`src/rtl/pfz_pkg.sv`:
```
package pfz_pkg;

    // Transaction classes as seen on the request port.
    localparam logic [1:0] CLS_MMIO = 2'd0;
    localparam logic [1:0] CLS_DMA  = 2'd1;
    localparam logic [1:0] CLS_MSI  = 2'd2;
    localparam logic [1:0] CLS_RSVD = 2'd3;

    // Local completion codes.
    localparam logic [1:0] RSP_NONE  = 2'd0;
    localparam logic [1:0] RSP_ACK   = 2'd1;
    localparam logic [1:0] RSP_ONES  = 2'd2;
    localparam logic [1:0] RSP_BLOCK = 2'd3;

endpackage

```
`src/rtl/pfz_table.sv`:
```
// Per-partition freeze flags: set together by an error event, cleared
// individually by software. Clear is applied first, then freeze, so a
// same-cycle freeze always wins.
module pfz_table #(
    parameter int PARTS  = 256,
    parameter int PART_W = $clog2(PARTS)
) (
    input  logic              clk,
    input  logic              rst_n,
    input  logic              frz_v,
    input  logic [PART_W-1:0] frz_part,
    input  logic              clr_v,
    input  logic [PART_W-1:0] clr_part,
    input  logic              clr_mmio,
    input  logic              clr_dma,
    input  logic [PART_W-1:0] rd_part,
    output logic              rd_mmio,
    output logic              rd_dma,
    input  logic [PART_W-1:0] lk_part,
    output logic              lk_mmio,
    output logic              lk_dma
);

    typedef struct packed {
        logic [PARTS-1:0] mmio;
        logic [PARTS-1:0] dma;
    } tbl_t;

    tbl_t             st_d, st_q;
    logic [PARTS-1:0] frz_hot;
    logic [PARTS-1:0] clr_hot;

    // one-hot decode of both write ports
    always_comb begin
        frz_hot = '0;
        clr_hot = '0;
        if (frz_v) frz_hot[frz_part] = 1'b1;
        if (clr_v) clr_hot[clr_part] = 1'b1;
    end

    always_comb begin
        st_d      = st_q;
        st_d.mmio = (st_q.mmio & ~(clr_hot & {PARTS{clr_mmio}})) | frz_hot;
        st_d.dma  = (st_q.dma  & ~(clr_hot & {PARTS{clr_dma}}))  | frz_hot;
    end

    always_ff @(posedge clk or negedge rst_n) begin
        if (!rst_n) st_q <= '0;
        else        st_q <= st_d;
    end

    assign rd_mmio = st_q.mmio[rd_part];
    assign rd_dma  = st_q.dma[rd_part];
    assign lk_mmio = st_q.mmio[lk_part];
    assign lk_dma  = st_q.dma[lk_part];

    // an event raises both flags of its entry
    p_freeze_sets_both_r2: assert property (@(posedge clk) disable iff (!rst_n)
        frz_v |=> (st_q.mmio[$past(frz_part)] && st_q.dma[$past(frz_part)]));

    // freeze beats a same-entry clear
    p_freeze_wins_r4: assert property (@(posedge clk) disable iff (!rst_n)
        (frz_v && clr_v && frz_part == clr_part)
        |=> (st_q.mmio[$past(clr_part)] && st_q.dma[$past(clr_part)]));

    // a selected clear lowers the flag when no freeze competes
    p_clear_mmio_r3: assert property (@(posedge clk) disable iff (!rst_n)
        (clr_v && clr_mmio && !frz_v) |=> !st_q.mmio[$past(clr_part)]);

    // an unselected flag keeps its value
    p_clear_keeps_dma_r3: assert property (@(posedge clk) disable iff (!rst_n)
        (clr_v && !clr_dma && !frz_v)
        |=> (st_q.dma[$past(clr_part)] == $past(st_q.dma[clr_part])));

endmodule

```
`src/rtl/pfz_classify.sv`:
```
// Decides how a request is handled from the flags of its partition,
// including a freeze event arriving in the same cycle.
module pfz_classify
    import pfz_pkg::*;
#(
    parameter int PART_W = 8
) (
    input  logic [1:0]        cls,
    input  logic              write,
    input  logic [PART_W-1:0] part,
    input  logic              lk_mmio,
    input  logic              lk_dma,
    input  logic              frz_v,
    input  logic [PART_W-1:0] frz_part,
    output logic [1:0]        code
);

    logic flag;
    logic frozen;

    always_comb begin
        // register traffic uses its own flag, everything else the DMA flag
        flag   = (cls == CLS_MMIO) ? lk_mmio : lk_dma;
        // same-cycle freeze already applies
        frozen = flag | (frz_v && (frz_part == part));
        if (!frozen)      code = RSP_NONE;
        else if (cls[1])  code = RSP_BLOCK;
        else if (write)   code = RSP_ACK;
        else              code = RSP_ONES;
    end

endmodule

```
`src/rtl/pfz_stage.sv`:
```
// One-entry register stage: forwards clean requests downstream with a
// valid/ready handshake, or completes filtered ones locally in one cycle.
module pfz_stage
    import pfz_pkg::*;
#(
    parameter int PART_W = 8,
    parameter int ADDR_W = 32,
    parameter int DATA_W = 32
) (
    input  logic              clk,
    input  logic              rst_n,
    input  logic              req_valid,
    output logic              req_ready,
    input  logic [1:0]        req_cls,
    input  logic              req_write,
    input  logic [PART_W-1:0] req_part,
    input  logic [ADDR_W-1:0] req_addr,
    input  logic [DATA_W-1:0] req_wdata,
    input  logic [1:0]        acc_code,
    output logic              out_valid,
    input  logic              out_ready,
    output logic [1:0]        out_cls,
    output logic              out_write,
    output logic [PART_W-1:0] out_part,
    output logic [ADDR_W-1:0] out_addr,
    output logic [DATA_W-1:0] out_wdata,
    output logic              rsp_valid,
    output logic [1:0]        rsp_code,
    output logic [PART_W-1:0] rsp_part,
    output logic [DATA_W-1:0] rsp_data
);

    typedef struct packed {
        logic              valid;
        logic              local_rsp;
        logic [1:0]        code;
        logic [1:0]        cls;
        logic              write;
        logic [PART_W-1:0] part;
        logic [ADDR_W-1:0] addr;
        logic [DATA_W-1:0] wdata;
        logic [DATA_W-1:0] rdata;
    } stg_t;

    stg_t stg_d, stg_q;

    // local completions drain unconditionally; forwarded ones wait
    assign req_ready = !stg_q.valid || stg_q.local_rsp || out_ready;

    always_comb begin
        stg_d = stg_q;
        if (req_ready) begin
            stg_d.valid     = req_valid;
            stg_d.local_rsp = (acc_code != RSP_NONE);
            stg_d.code      = acc_code;
            stg_d.cls       = req_cls;
            stg_d.write     = req_write;
            stg_d.part      = req_part;
            stg_d.addr      = req_addr;
            stg_d.wdata     = req_wdata;
            stg_d.rdata     = (acc_code == RSP_ONES) ? {DATA_W{1'b1}} : '0;
        end
    end

    always_ff @(posedge clk or negedge rst_n) begin
        if (!rst_n) stg_q <= '0;
        else        stg_q <= stg_d;
    end

    assign out_valid = stg_q.valid && !stg_q.local_rsp;
    assign out_cls   = stg_q.cls;
    assign out_write = stg_q.write;
    assign out_part  = stg_q.part;
    assign out_addr  = stg_q.addr;
    assign out_wdata = stg_q.wdata;

    assign rsp_valid = stg_q.valid && stg_q.local_rsp;
    assign rsp_code  = stg_q.code;
    assign rsp_part  = stg_q.part;
    assign rsp_data  = stg_q.rdata;

    // every accepted request yields a result in the next cycle
    p_one_result_r11: assert property (@(posedge clk) disable iff (!rst_n)
        (req_valid && req_ready) |=> (out_valid != rsp_valid));

    // a stalled forward holds its payload
    p_hold_payload_r9: assert property (@(posedge clk) disable iff (!rst_n)
        (out_valid && !out_ready)
        |=> (out_valid && $stable(out_addr) && $stable(out_wdata) && $stable(out_part)));

    // a filtered request never reaches the downstream port
    p_no_forward_frozen_r5: assert property (@(posedge clk) disable iff (!rst_n)
        (req_valid && req_ready && acc_code != RSP_NONE) |=> (rsp_valid && !out_valid));

    // a filtered read returns all ones
    p_ones_on_read_r6: assert property (@(posedge clk) disable iff (!rst_n)
        (req_valid && req_ready && acc_code != RSP_NONE && !req_write && !req_cls[1])
        |=> (rsp_code == RSP_ONES && rsp_data == {DATA_W{1'b1}}));

endmodule

```
`src/rtl/pfz_unit.sv`:
```
// Partition freeze table plus transaction filter for one host bridge.
module pfz_unit #(
    parameter int PARTS  = 256,
    parameter int ADDR_W = 32,
    parameter int DATA_W = 32,
    localparam int PART_W = $clog2(PARTS)
) (
    input  logic              clk,
    input  logic              rst_n,
    input  logic              frz_evt_valid,
    input  logic [PART_W-1:0] frz_evt_part,
    input  logic              sw_clr_valid,
    input  logic [PART_W-1:0] sw_clr_part,
    input  logic              sw_clr_mmio,
    input  logic              sw_clr_dma,
    input  logic [PART_W-1:0] sw_rd_part,
    output logic              sw_rd_mmio,
    output logic              sw_rd_dma,
    input  logic              req_valid,
    output logic              req_ready,
    input  logic [1:0]        req_cls,
    input  logic              req_write,
    input  logic [PART_W-1:0] req_part,
    input  logic [ADDR_W-1:0] req_addr,
    input  logic [DATA_W-1:0] req_wdata,
    output logic              out_valid,
    input  logic              out_ready,
    output logic [1:0]        out_cls,
    output logic              out_write,
    output logic [PART_W-1:0] out_part,
    output logic [ADDR_W-1:0] out_addr,
    output logic [DATA_W-1:0] out_wdata,
    output logic              rsp_valid,
    output logic [1:0]        rsp_code,
    output logic [PART_W-1:0] rsp_part,
    output logic [DATA_W-1:0] rsp_data
);

    logic       lk_mmio;
    logic       lk_dma;
    logic [1:0] acc_code;

    pfz_table #(.PARTS(PARTS), .PART_W(PART_W)) u_table (
        .clk      (clk),
        .rst_n    (rst_n),
        .frz_v    (frz_evt_valid),
        .frz_part (frz_evt_part),
        .clr_v    (sw_clr_valid),
        .clr_part (sw_clr_part),
        .clr_mmio (sw_clr_mmio),
        .clr_dma  (sw_clr_dma),
        .rd_part  (sw_rd_part),
        .rd_mmio  (sw_rd_mmio),
        .rd_dma   (sw_rd_dma),
        .lk_part  (req_part),
        .lk_mmio  (lk_mmio),
        .lk_dma   (lk_dma)
    );

    pfz_classify #(.PART_W(PART_W)) u_classify (
        .cls      (req_cls),
        .write    (req_write),
        .part     (req_part),
        .lk_mmio  (lk_mmio),
        .lk_dma   (lk_dma),
        .frz_v    (frz_evt_valid),
        .frz_part (frz_evt_part),
        .code     (acc_code)
    );

    pfz_stage #(.PART_W(PART_W), .ADDR_W(ADDR_W), .DATA_W(DATA_W)) u_stage (
        .clk       (clk),
        .rst_n     (rst_n),
        .req_valid (req_valid),
        .req_ready (req_ready),
        .req_cls   (req_cls),
        .req_write (req_write),
        .req_part  (req_part),
        .req_addr  (req_addr),
        .req_wdata (req_wdata),
        .acc_code  (acc_code),
        .out_valid (out_valid),
        .out_ready (out_ready),
        .out_cls   (out_cls),
        .out_write (out_write),
        .out_part  (out_part),
        .out_addr  (out_addr),
        .out_wdata (out_wdata),
        .rsp_valid (rsp_valid),
        .rsp_code  (rsp_code),
        .rsp_part  (rsp_part),
        .rsp_data  (rsp_data)
    );

    // nothing leaves the block in the cycle after reset release
    p_quiet_after_reset_r1: assert property (@(posedge clk) disable iff (!rst_n)
        $rose(rst_n) |-> (!out_valid && !rsp_valid));

endmodule

```
`config.mk`:
```
export PLATFORM = sky130hd
export DESIGN_NAME = pfz_unit
export DESIGN_NICKNAME = d
export VERILOG_FILES = /design/src/rtl/pfz_pkg.sv /design/src/rtl/pfz_table.sv /design/src/rtl/pfz_classify.sv /design/src/rtl/pfz_stage.sv /design/src/rtl/pfz_unit.sv
export SDC_FILE = /design/constraint.sdc
export NUM_CORES = 2
export LEC_CHECK = 0
export ABC_AREA = 1
export BUFFER_PORTS_ARGS = -buffer_cell sky130_fd_sc_hd__buf_2
export CORE_UTILIZATION = 35
export CTS_BUF_LIST = sky130_fd_sc_hd__clkbuf_16
export CTS_CLUSTER_DIAMETER = 60
export DETAILED_ROUTE_END_ITERATION = 16
export PLACE_DENSITY = 0.61
export SYNTH_ARGS = -nofsm -noshare
export SYNTH_HDL_FRONTEND = slang
export SYNTH_SLANG_ARGS = --single-unit
```
`constraint.sdc`:
```
create_clock -name clk -period 2.7 [get_ports clk]
set_clock_uncertainty 0.05 [all_clocks]
set_input_delay 0.405 -clock clk [delete_from_list [all_inputs] [get_ports clk]]
set_output_delay 0.405 -clock clk [all_outputs]
set_load 0.01 [all_outputs]
```
==> impl_results.md <==
- Vias per Instance: 5.96
- Tightest Pin Transition: 0.745 ns
- Routability cong.: 0.958
- # rows: 114
- Core ar.: 96,700 µm²
- Clk_lat worst skew: 0.65 ns
- IO buf count: 228
- DRC: 0
- Area Growth Syn to Fin: 19.8%
- Status: finished, violations left
- Layout cells sized above 1: 0.138
- R2R setup slack: 0.37 ns
- Yosys warnings: 0
- Crit. End Element: output port
- Unrepaired setup endpoints after global routing: yes
- CP required: 2.25 ns
- Leakage: 0.0175 µW
- Total power: 24,800 µW
- Gr ovfl total: 0
- Crit Reg-Reg Endpoint: u_stage.rsp_code[0]
- Final hold slack: 0.0140 ns
- Seq pwr share: 0.417
- Critical Path, Cell by Cell: nor2_1 > o22ai_1 > nand2_1 > a21oi_2 > nor3_1 > o31ai_1 > buf_4 > nand3_4 > nand2_4 > buf_6
- CP bufs+invs: 2
- Switching power: 7690 µW
- Syn Area/Cell: 7.15 µm²
- Syn nets: 4,882
- Worst EP arrival: 2.44 ns
- Sw Share: 0.310
- M1 WL: 59,100 µm
- Clock tree root buffer cell: clkbuf_16
- Peak VDD IR: 0.000390 V
- Longest Clk Path Bufs: 3
- Worst min path class: input pin to flip-flop
- F_max: 345 MHz
- Crit-path slowest cell: dfrtp_1
- Largest net degree at the start of global routing: 117
- GRT Util Overall: 0.293
- Per-cell routed wire length: 23.9 µm
- Die width: 314 µm
- Die area: 98,900 µm²
- Cell family with most CP delay: compound AO/OA/AOI/OAI gates
- Max-slew headroom: 0.502
- Ports: 229
- Violated checks: negative setup slack
- First-pass GRT wire length: 221,000 µm
- Combinational power share: 0.174
- Met2 WL: 63,100 µm
- WP depth: 10
- Chip height: 314 µm
- Vias in the first global route: 34,500
- Worst setup margin: -0.195 ns
- Post-synthesis sequential area ratio: 0.434
- R2R cell count: 15
- Worst-path fanout max: 3
- Initial Util: 0.353
- Clk sinks: 592
- H-tree depth: 3
- CP max stage delay: 0.42 ns
- Max Used Layer: met5
- Layout net count: 5,010
- Startpoint Class: flip-flop
- Total number of vias: 37,200
- Initial antenna violation count: 5
- Count of cell types in the netlist: 32
- Int Pwr: 17,100 µW
- Final wirelength: 149,000 µm
- Worst hold endpoint: u_stage.out_part[5]
- Clk pwr share: 0.409
- Worst slack, placed: -0.294 ns
- Reg clk slew, reported paths: 0.06 ns
- Hold Path Cell Cnt: 3
- RR Startpoint: u_table.st_q[314]
- Initial DRC count: 5,581
- Tcrit/Tclk final: 1.07
- Mapped cell area: 34,200 µm²
- Final hold viol count: 0
- Final setup viols: 2
- TritonCTS buffer count: 75
- Max Cap Viol: 0
- Met3 routed WL: 17,900 µm
- Fin crit period: 2.90 ns
- FILL cells: 9,748
- CTS tree: yes
- Antenna-violating nets left: 0
- Post-Syn Instances: 4,775
- Final Max Tran Viols: 0
- Critical path type: flip-flop to output port
- FF+latch count, synth: 592
- Power Density: 606 nW/µm²
- Hold path start: req_part[5]
- Pre-Repair DR Iteration Count: 6
- Detailed Place HPWL: 91,300 µm
-- cells by family (layout without fill, tap and decap cells) --
logic type / Yosys count / in the layout / share of synthesized area
AND/OR/NAND/NOR: 2091 / 2091 / 0.250
buffers and inverters: 592 / 779 / 0.0900
AO/OA/AOI/OAI: 1498 / 1498 / 0.226
XOR/XNOR: 2 / 2 / 0.000513
flip-flops: 592 / 592 / 0.434
other: 0 / 3 / 0
-- cell type report --
type | count | area, µm² | area share
Tap cell | 1276 | 1600 | 0.0390
Clock inverter | 59 | 513 | 0.0125
Sequential cell | 592 | 14800 | 0.362
Antenna cell | 3 | 7.51 | 0.000183
Timing Repair Buffer | 571 | 5190 | 0.127
Clock buffer | 77 | 1930 | 0.0471
Inverter | 72 | 305 | 0.00746
Multi-Input combinational cell | 3591 | 16600 | 0.405
-- metal layers --
| metal | GRT usage | vias up |
|---|---|---|
| li1 | - | 16400 |
| met1 | 0.394 | 17800 |
| met2 | 0.425 | 2482 |
| met3 | 0.0781 | 496 |
| met4 | 0.163 | 4 |
| met5 | 0 | - |
-- state kept, by name, indices dropped and copies added, names as in the netlist --
signal             flops
u_stage.out_part       8
u_stage.rsp_data       1
u_table.st_q         512
u_stage.out_cls        2
u_stage.out_addr      32
u_stage.rsp_code       2
u_stage.out_wdata     32
u_stage.out_write      1
u_stage.stg_q          2
-- power groups by stage --
stage	Clock, µW	Combinational (µW)	Sequential [µW]
after floorplan	0	2580	10200
after global placement	0	3930	10400
after detailed placement	0	3990	10400
after CTS	10300	4190	10300
after global routing	10600	4690	10400
final	10100	4310	10300
-- cells in the mapped netlist --
cell,instances,area (µm²)
o21ai_0,1285,6430
nand2_1,1178,4420
dfrtp_1,592,14800
nand3_1,522,2610
nor2_1,364,1370
clkbuf_1,236,886
o22ai_1,143,895
buf_4,140,1050
buf_2,103,515
inv_1,62,233
o21ai_1,48,240
buf_6,24,270
nor3_1,22,110
buf_1,15,56.3
a21oi_1,12,60.1
clkinv_1,5,18.8
o211ai_1,4,30.0
inv_2,3,11.3
inv_4,2,12.5
o31ai_1,2,15.0
xnor2_1,2,17.5
a2111oi_0,1,8.76
a31oi_1,1,6.26
buf_8,1,15.0
clkbuf_2,1,5.00
nand3_2,1,10.0
nand4_1,1,6.26
nor4_1,1,6.26
o211ai_2,1,12.5
o21ai_2,1,8.76
or2_1,1,6.26
or2_2,1,6.26
-- worst max path at each step --
stage,from,end,slack [ns]
global placement,sw_rd_part[0],sw_rd_dma,-0.31
detailed placement,sw_rd_part[0],sw_rd_dma,-0.29
finish,u_table.st_q[499],sw_rd_mmio,-0.20
floorplan,sw_rd_part[0],sw_rd_mmio,0.50
global route,u_table.st_q[486],sw_rd_mmio,-0.22
CTS,u_table.st_q[482],sw_rd_mmio,-0.15
-- worst min-delay path, cell delays in order --
cell and delay, ns:
buf_2 0.11, clkinv_1 0.06, o21ai_0 0.08
-- per-stage QoR --
step	cell area [µm²]	util	TNS [ns]	cells
6_report	40900	0.423	-0.334	6241
5_1_grt	40900	0.423	-0.442	6238
3_3_place_gp	37300	0.385	-0.581	6015
2_1_floorplan	34200	-	0	4775
3_5_place_dp	37300	0.385	-0.564	6015
4_1_cts	40800	0.422	-0.265	6236
-- cells in the final DEF (no fill, tap or decap), types with 4 or more instances in the layout --
master,instances
o21ai_0,1250
o211ai_1,4
buf_6,5
clkinvlp_4,5
dfrtp_1,592
inv_1,69
o22ai_2,10
nand2_1,1170
a21oi_1,7
buf_4,182
inv_6,10
o21ai_1,78
nand2_2,5
clkbuf_16,78
nor3_2,19
nor2_1,361
o22ai_1,133
nand3_2,6
buf_2,220
nand3_1,516
clkinv_1,17
dlygate4sd3_1,68
o21ai_2,6
clkinv_2,12
buf_16,6
a21oi_2,5
buf_12,82
bufinv_16,7
-- timing repair --
item	in CTS	in global routing
buffers inserted	13	2
gates resized for setup	57	36
cloned	4	1
hold buffers	68	0
pin swaps	25	19
endpoints found under the hold margin	104	0
setup endpoints to repair	2	2
Note: power is estimated with default switching activity, not from simulation.
